<file path="src/rtl/rbq_pkg.sv">
package rbq_pkg;

    // Arithmetic width used by the shared helper functions.
    localparam int unsigned RBQ_CALC_W = 32;

    localparam int unsigned RBQ_FLAG_LEVEL = 0;
    localparam int unsigned RBQ_FLAG_FULL  = 1;
    localparam int unsigned RBQ_NFLAGS     = 2;

    typedef logic [RBQ_CALC_W-1:0] rbq_word_t;

    typedef enum logic {
        RBQ_DIR_TX = 1'b0,
        RBQ_DIR_RX = 1'b1
    } rbq_dir_e;

    typedef struct packed {
        logic      wrap;
        rbq_word_t off;
    } rbq_pos_t;

    // Move a position forward by cnt bytes on a ring of length len (power of two).
    function automatic rbq_pos_t rbq_advance(input rbq_pos_t cur, input rbq_word_t cnt,
                                             input rbq_word_t len);
        rbq_word_t mask;
        rbq_word_t sum;
        rbq_pos_t  nxt;
        mask = len - rbq_word_t'(1);
        sum  = (cur.off & mask) + cnt;
        if (sum >= len) begin
            nxt.wrap = ~cur.wrap;
            nxt.off  = sum & mask;
        end else begin
            nxt.wrap = cur.wrap;
            nxt.off  = sum;
        end
        return nxt;
    endfunction

    // Bytes between read and write positions, wrap flags deciding full vs empty.
    function automatic rbq_word_t rbq_occupancy(input rbq_pos_t wr, input rbq_pos_t rd,
                                                input rbq_word_t len);
        rbq_word_t occ;
        if (wr.wrap != rd.wrap) occ = wr.off + len - rd.off;
        else                    occ = wr.off - rd.off;
        return occ;
    endfunction

endpackage

</file>
<file path="src/rtl/rbq_ptr.sv">
module rbq_ptr
    import rbq_pkg::*;
#(
    parameter int unsigned OFF_W = 16
) (
    input  logic             clk,
    input  logic             rst,
    input  logic             load,
    input  logic [OFF_W:0]   load_val,
    input  logic             adv,
    input  logic [OFF_W:0]   adv_cnt,
    input  logic [OFF_W:0]   ring_len,
    output logic [OFF_W:0]   ptr
);

    localparam int unsigned PAD = RBQ_CALC_W - OFF_W - 1;

    logic [OFF_W-1:0] mask;
    logic [OFF_W:0]   ptr_q;
    logic [OFF_W:0]   ptr_d;
    rbq_pos_t         cur_pos;
    rbq_pos_t         adv_pos;
    rbq_word_t        cnt_w;
    rbq_word_t        len_w;

    assign mask  = ring_len[OFF_W-1:0] - OFF_W'(1);
    assign cnt_w = {{PAD{1'b0}}, adv_cnt};
    assign len_w = {{PAD{1'b0}}, ring_len};

    always_comb begin
        cur_pos.wrap = ptr_q[OFF_W];
        cur_pos.off  = {{(PAD+1){1'b0}}, ptr_q[OFF_W-1:0]};
        adv_pos      = rbq_advance(cur_pos, cnt_w, len_w);
    end

    always_comb begin
        if (load)     ptr_d = {load_val[OFF_W], load_val[OFF_W-1:0] & mask};
        else if (adv) ptr_d = {adv_pos.wrap, adv_pos.off[OFF_W-1:0]};
        else          ptr_d = ptr_q;
    end

    always_ff @(posedge clk) begin
        if (rst) ptr_q <= '0;
        else     ptr_q <= ptr_d;
    end

    assign ptr = ptr_q;

    // Independent sum used only by the wrap checks below.
    logic [OFF_W+1:0] sum_chk;
    assign sum_chk = {2'b00, ptr_q[OFF_W-1:0] & mask} + {1'b0, adv_cnt};

    // crossing the ring end inverts the wrap flag
    a_r4_wrap_toggle: assert property (@(posedge clk) disable iff (rst)
        (adv && !load && (sum_chk >= {1'b0, ring_len})) |=> (ptr_q[OFF_W] != $past(ptr_q[OFF_W])));

    // staying inside the ring keeps the wrap flag
    a_r4_wrap_keep: assert property (@(posedge clk) disable iff (rst)
        (adv && !load && (sum_chk < {1'b0, ring_len})) |=> $stable(ptr_q[OFF_W]));

endmodule

</file>
<file path="src/rtl/rbq_level.sv">
module rbq_level
    import rbq_pkg::*;
#(
    parameter int unsigned OFF_W = 16
) (
    input  logic           clk,
    input  logic           rst,
    input  logic [OFF_W:0] wr_ptr,
    input  logic [OFF_W:0] rd_ptr,
    input  logic [OFF_W:0] ring_len,
    output logic [OFF_W:0] valid_cnt,
    output logic [OFF_W:0] left_cnt
);

    localparam int unsigned PAD = RBQ_CALC_W - OFF_W;

    rbq_pos_t  wr_pos;
    rbq_pos_t  rd_pos;
    rbq_word_t occ;

    always_comb begin
        wr_pos.wrap = wr_ptr[OFF_W];
        wr_pos.off  = {{PAD{1'b0}}, wr_ptr[OFF_W-1:0]};
        rd_pos.wrap = rd_ptr[OFF_W];
        rd_pos.off  = {{PAD{1'b0}}, rd_ptr[OFF_W-1:0]};
        occ         = rbq_occupancy(wr_pos, rd_pos, {{(PAD-1){1'b0}}, ring_len});
    end

    assign valid_cnt = occ[OFF_W:0];
    assign left_cnt  = ring_len - valid_cnt;

    // registered pointers never describe more bytes than the ring holds
    a_r2_valid_bounded: assert property (@(posedge clk) disable iff (rst)
        valid_cnt <= ring_len);

endmodule

</file>
<file path="src/rtl/rbq_irq.sv">
module rbq_irq
    import rbq_pkg::*;
#(
    parameter int unsigned OFF_W = 16
) (
    input  logic                  clk,
    input  logic                  rst,
    input  rbq_dir_e              dir,
    input  logic [OFF_W:0]        valid_cnt,
    input  logic [OFF_W:0]        left_cnt,
    input  logic [OFF_W:0]        thresh,
    input  logic [RBQ_NFLAGS-1:0] en,
    input  logic [RBQ_NFLAGS-1:0] clr,
    output logic [RBQ_NFLAGS-1:0] flags,
    output logic                  irq
);

    logic [RBQ_NFLAGS-1:0] cond;
    logic [RBQ_NFLAGS-1:0] flags_q;

    always_comb begin
        cond = '0;
        if (dir == RBQ_DIR_RX) begin
            cond[RBQ_FLAG_LEVEL] = (valid_cnt >= thresh);
            cond[RBQ_FLAG_FULL]  = (left_cnt == '0);
        end else begin
            cond[RBQ_FLAG_LEVEL] = (left_cnt >= thresh);
        end
    end

    always_ff @(posedge clk) begin
        if (rst) flags_q <= '0;
        else     flags_q <= (flags_q & ~clr) | cond;
    end

    assign flags = flags_q;
    assign irq   = |(flags_q & en);

    // a met threshold is recorded at the next edge
    a_r7_level_sets: assert property (@(posedge clk) disable iff (rst)
        cond[RBQ_FLAG_LEVEL] |=> flags_q[RBQ_FLAG_LEVEL]);

    // a clear without a pending set empties the flag
    a_r9_clear_works: assert property (@(posedge clk) disable iff (rst)
        (clr[RBQ_FLAG_LEVEL] && !cond[RBQ_FLAG_LEVEL]) |=> !flags_q[RBQ_FLAG_LEVEL]);

    // the full flag only ever rises while receiving
    a_r8_full_rx_only: assert property (@(posedge clk) disable iff (rst)
        $rose(flags_q[RBQ_FLAG_FULL]) |-> ($past(dir) == RBQ_DIR_RX));

endmodule

</file>
<file path="src/rtl/rbq_ring_monitor.sv">
module rbq_ring_monitor
    import rbq_pkg::*;
#(
    parameter int unsigned OFF_W = 16,
    parameter int unsigned LOG_W = $clog2(OFF_W + 1)
) (
    input  logic                  clk,
    input  logic                  rst,
    input  logic                  cfg_rx,
    input  logic [LOG_W-1:0]      cfg_len_log2,
    input  logic [OFF_W:0]        cfg_thresh,
    input  logic [1:0]            irq_en,
    input  logic                  sw_load,
    input  logic [OFF_W:0]        sw_load_ptr,
    input  logic                  sw_adv,
    input  logic [OFF_W:0]        sw_adv_cnt,
    input  logic                  hw_step,
    input  logic [1:0]            flag_clr,
    output logic [OFF_W:0]        wr_ptr,
    output logic [OFF_W:0]        rd_ptr,
    output logic [OFF_W:0]        valid_cnt,
    output logic [OFF_W:0]        left_cnt,
    output logic [1:0]            irq_flags,
    output logic                  irq
);

    localparam logic [LOG_W-1:0] MAX_K   = LOG_W'(OFF_W);
    localparam logic [OFF_W:0]   ONE_CNT = (OFF_W+1)'(1);
    localparam int unsigned      NPTR    = 2;   // index 0 write, index 1 read

    rbq_dir_e           dir;
    logic [LOG_W-1:0]   k_eff;
    logic [OFF_W:0]     ring_len;
    logic [OFF_W:0]     sw_avail;
    logic [OFF_W:0]     sw_cnt;
    logic               hw_ok;

    logic [NPTR-1:0]            p_load;
    logic [NPTR-1:0]            p_adv;
    logic [NPTR-1:0][OFF_W:0]   p_cnt;
    logic [NPTR-1:0][OFF_W:0]   p_q;

    assign dir      = rbq_dir_e'(cfg_rx);
    assign k_eff    = (cfg_len_log2 > MAX_K) ? MAX_K : cfg_len_log2;
    assign ring_len = ONE_CNT << k_eff;

    // Software side is clamped to what its partner has made available.
    assign sw_avail = (dir == RBQ_DIR_RX) ? valid_cnt : left_cnt;
    assign sw_cnt   = (sw_adv_cnt > sw_avail) ? sw_avail : sw_adv_cnt;

    // Hardware step is dropped when it would overrun the other pointer.
    assign hw_ok = hw_step & ((dir == RBQ_DIR_RX) ? (left_cnt != '0) : (valid_cnt != '0));

    for (genvar g = 0; g < NPTR; g++) begin : g_ptr
        logic sw_owned;
        if (g == 0) begin : g_wr
            assign sw_owned = (dir == RBQ_DIR_TX);
        end else begin : g_rd
            assign sw_owned = (dir == RBQ_DIR_RX);
        end

        assign p_load[g] = sw_owned & sw_load;
        assign p_adv[g]  = sw_owned ? sw_adv : hw_ok;
        assign p_cnt[g]  = sw_owned ? sw_cnt : ONE_CNT;

        rbq_ptr #(.OFF_W(OFF_W)) u_ptr (
            .clk      (clk),
            .rst      (rst),
            .load     (p_load[g]),
            .load_val (sw_load_ptr),
            .adv      (p_adv[g]),
            .adv_cnt  (p_cnt[g]),
            .ring_len (ring_len),
            .ptr      (p_q[g])
        );
    end

    assign wr_ptr = p_q[0];
    assign rd_ptr = p_q[1];

    rbq_level #(.OFF_W(OFF_W)) u_level (
        .clk       (clk),
        .rst       (rst),
        .wr_ptr    (wr_ptr),
        .rd_ptr    (rd_ptr),
        .ring_len  (ring_len),
        .valid_cnt (valid_cnt),
        .left_cnt  (left_cnt)
    );

    rbq_irq #(.OFF_W(OFF_W)) u_irq (
        .clk       (clk),
        .rst       (rst),
        .dir       (dir),
        .valid_cnt (valid_cnt),
        .left_cnt  (left_cnt),
        .thresh    (cfg_thresh),
        .en        (irq_en),
        .clr       (flag_clr),
        .flags     (irq_flags),
        .irq       (irq)
    );

    // a step into a full receive ring leaves the write pointer alone
    a_r3_no_overflow: assert property (@(posedge clk) disable iff (rst)
        (cfg_rx && hw_step && (left_cnt == '0)) |=> $stable(wr_ptr));

    // a step out of an empty transmit ring leaves the read pointer alone
    a_r3_no_underflow: assert property (@(posedge clk) disable iff (rst)
        (!cfg_rx && hw_step && (valid_cnt == '0)) |=> $stable(rd_ptr));

    // in receive mode software never moves the write pointer
    a_r11_rx_sw_roles: assert property (@(posedge clk) disable iff (rst)
        ($past(cfg_rx) && cfg_rx && !$past(hw_step)) |-> $stable(wr_ptr));

endmodule

</file>
<file path="config.mk">
export PLATFORM = sky130hd
export DESIGN_NAME = rbq_ring_monitor
export DESIGN_NICKNAME = d
export VERILOG_FILES = /design/src/rtl/rbq_pkg.sv /design/src/rtl/rbq_ptr.sv /design/src/rtl/rbq_level.sv /design/src/rtl/rbq_irq.sv /design/src/rtl/rbq_ring_monitor.sv
export SDC_FILE = /design/constraint.sdc
export NUM_CORES = 1
export LEC_CHECK = 0
export ABC_CLOCK_PERIOD_IN_PS = 28700
export BUFFER_PORTS_ARGS = -buffer_cell sky130_fd_sc_hd__buf_2
export CAP_MARGIN = 5
export CORE_AREA = 2 2 149 151
export DETAILED_ROUTE_END_ITERATION = 12
export DIE_AREA = 0 0 151 153
export PLACE_DENSITY_LB_ADDON = 0.05
export REMOVE_ABC_BUFFERS = 1
export SLEW_MARGIN = 20
export SYNTH_ARGS = -nofsm -noshare
export SYNTH_HDL_FRONTEND = slang
export SYNTH_SLANG_ARGS = --single-unit
</file>
<file path="constraint.sdc">
create_clock -name clk -period 28.7 [get_ports clk]
set_clock_uncertainty 0.2 [all_clocks]
set_input_delay 5.74 -clock clk [delete_from_list [all_inputs] [get_ports clk]]
set_output_delay 5.74 -clock clk [all_outputs]
set_load 0.02 [all_outputs]
</file>
==> impl_results.md <==
* # DRC at 0
* Core Util, Final at 49.5%
* Grt total ovfl at 0
* Post-synth EDFFs at 0
* Initial antenna violation count at 0
* Worst setup path end: g_ptr[0].u_ptr.ptr[0]$_SDFFE_PP0P_
* Diode count at 0
* Crit path kind: in -> reg
* Worst path bufs/invs at 8
* Synth top cells by count: ha_1, nor2_1, a21oi_1, inv_1, nand2_1
* Minimum clock period at 18.84 ns
* Hold Vio Cnt, Final at 0
* Via Count at 10200
* CTS H-tree lvls at 2
* Count leader, synth: ha_1
* Most used flip-flop cell after synthesis: dfxtp_1
* Ranking of synthesized cells by area: ha_1, dfxtp_1, a21oi_1
* Outcome: finished, final reports clean
* Longest Clk Path Bufs at 2
* Register area at 721 µm²
* Core area at 21500 µm²
* Reg2Reg Capture Point: g_ptr[0].u_ptr.ptr[0]$_SDFFE_PP0P_
* Max_slew headroom at 31.2%
* Routed Antenna Nets at 0
* Cell taking the most area after synthesis: ha_1
* Crit-path max FO at 38
* Worst hold-check path type: reg -> reg
* Crit path max-delay family: compound AO/OA/AOI/OAI gates
* Worst skew pair latency at 0.30 ns
* Total die area at 23100 µm²
* CTS root buf: clkbuf_16
* Max_cap viols at 0
* Tot GR Track Use at 29.1%
* P&R area growth vs syn at 11.2%
* Hold Path Stages at 2
* # hold bufs at CTS at 0
* Largest net degree at the start of global routing at 53
* TritonCTS Buffers at 5
* Row count at 54
* Vias in the first global route at 9370
* Cell Area, Synth at 9560 µm²
* Dpl hpwl at 28.6 mm
* Worst setup EP type: register
* Clock Pin Slew Worst Setup and Hold Paths at 0.07 ns
* Fin crit share at 65.7%
* First-pass GRT wire length at 52.0 mm
* Final Wtd Congestion at 0.937
* Distinct cells, synth at 76
* Register area share after synthesis at 7.54%
* Worst EP required at 28.70 ns
* Initial Util at 44.5%
* Vias per inst at 5.84
* Least-Margin Pin Slew at 1.03 ns
* Crit path largest cell delay at 0.59 ns
* #FFs+latches synth at 36
* Initial DRC Count at 746
* RR Startpoint: g_ptr[0].u_ptr.ptr[1]$_SDFFE_PP0P_
* Detailed Routing Iterations Pass 1 at 5
* Chip Height at 153 µm
* Port Buf Inserts at 136
* Fmax at 53.1 MHz
* Share of flip-flops with an asynchronous set or reset at 0%
* R2R depth at 50
* CP most frequent cell: a21oi_1
* Crit path DAT at 18.84 ns
* Post-CTS Repair Setup Buffers at 0
* I/O Pins at 137
* Avg WL per Cell at 19.6 µm
* YS warnings at 0
* Post-CTS sizing at 0
* Startpoint Class: input pin
* CP max stage cell: o21ai_0
* Final Setup Violations at 0
* Cells after Synth at 1366
* Nets at 1709
* Fillers at 2285
* CTS Sinks at 36
* CTS tree: yes
* Area of the multi-input gates at 8160 µm²
* Final max-slew violation count at 0
* Die Wd at 151 µm
* Unrepaired setup endpoints after global routing: no
* FF-to-FF setup slack at 15.98 ns
* Setup TNS at 0 ns
* Syn_area_per_cell at 7.00 µm²
* Routed WL at 34.4 mm
* Layout cell share with drive strength beyond 1 at 12.6%
* Post-synth top area share at 20.5%
* Crit. Startpoint: cfg_len_log2[4]
* Worst path depth at 53
## kinds of logic after synthesis
group | after synthesis | synth area share [%]
AO/OA/AOI/OAI | 442 | 29.9
buffers and inverters | 179 | 7.34
AND/OR/NAND/NOR | 432 | 21.2
adder cells (fa/ha/maj) | 178 | 24.4
XOR/XNOR | 75 | 6.95
flip-flops | 36 | 7.54
multiplexers | 24 | 2.59
## stage by stage
stage	cells	hold WS, ns	setup slack (ns)	instance area [µm²]
3_3_place_gp	1743	0.300	9.83	10500
6_report	1751	0.312	9.86	10600
2_1_floorplan	1314	0.371	10.12	9340
5_1_grt	1751	0.350	8.69	10600
3_5_place_dp	1743	0.311	9.70	10500
4_1_cts	1751	0.321	9.99	10600
## layout by cell type (no fill, tap or decap), types with 4 or more instances in the layout
cell type  Yosys  routed
nand2_1      118     118
or3_1          8       8
a22o_1         4       4
o31ai_1        5       5
nor2b_1       18      18
xor2_1        15      14
o211ai_1      14      14
buf_4          0      13
o21bai_1      11      11
mux2i_1       20      20
nor3_1        32      32
dfxtp_1       36      36
buf_2          6     136
fa_1          16      16
o21a_1        16      16
a21oi_1      128     128
and3_1         8       8
clkbuf_16      0       5
xnor2_1       59      59
or2_2         11      11
inv_1        124     124
a211oi_1      31      31
a21boi_0       5       5
o21ai_1        8       8
nand2b_1      20      20
ha_1         157     157
nor2_1       137     137
a31oi_1       36      35
a211o_1        5       5
and2_1        17      17
nand4_1       16      16
o221ai_1       4       4
a21o_1        51      51
or4_1          5       5
nand3_1       27      27
o2111ai_1      4       4
o31a_1         4       4
maj3_1         5       5
o21ai_0       82      82
## metal layers
metal | GRT usage, % | routed length [µm] | part of all wire [%] | vias up
li1 | - | - | - | 5106
met1 | 45.2 | 17500 | 51 | 4747
met2 | 42.9 | 14100 | 41 | 344
met3 | 2.69 | 2080 | 6.1 | 33
met4 | 6.45 | 706 | 2.1 | 0
met5 | 0 | 0 | 0 | -
## sequential cells by signal, indices dropped and copies added (netlist names)
name / count
g_ptr.u_ptr.ptr: 34
u_irq.flags: 2
## worst reg2reg max path: cells and delay by family (launching register included)
kind                       cells  cell delay [ns]
xor gates and xnor gates       2             0.56
DFF                            1             0.42
buffers and inverters          7             1.49
adders and majority gates      6             2.44
AOI/OAI and AO/OA             25             5.54
and+or+nand+nor                9             1.62
muxes                          1             0.37
## final cells by class
| cell class | instances | share of cell area, % |
|---|---|---|
| inverters | 127 | 4.48 |
| multi-input cells | 1151 | 76.8 |
| repair buffers | 149 | 7.32 |
| well taps | 280 | 3.29 |
| clock buffers | 6 | 1.21 |
| clock inverters | 2 | 0.153 |
| flip-flops and latches | 36 | 6.78 |
## worst min-delay path by stage
stage                                               to                          startpoint  slack, ns
global route        g_ptr[1].u_ptr.ptr[3]$_SDFFE_PP0P_  g_ptr[1].u_ptr.ptr[3]$_SDFFE_PP0P_       0.35
detailed placement  g_ptr[1].u_ptr.ptr[5]$_SDFFE_PP0P_  g_ptr[1].u_ptr.ptr[5]$_SDFFE_PP0P_       0.31
finish              g_ptr[1].u_ptr.ptr[5]$_SDFFE_PP0P_  g_ptr[1].u_ptr.ptr[5]$_SDFFE_PP0P_       0.31
CTS                 g_ptr[1].u_ptr.ptr[5]$_SDFFE_PP0P_  g_ptr[1].u_ptr.ptr[5]$_SDFFE_PP0P_       0.32
floorplan           g_ptr[0].u_ptr.ptr[0]$_SDFFE_PP0P_  g_ptr[0].u_ptr.ptr[0]$_SDFFE_PP0P_       0.37
global placement    g_ptr[1].u_ptr.ptr[5]$_SDFFE_PP0P_  g_ptr[1].u_ptr.ptr[5]$_SDFFE_PP0P_       0.30
Power is not shown: default switching activity piles up to over one toggle a cycle in this logic, so the estimate is an artifact.
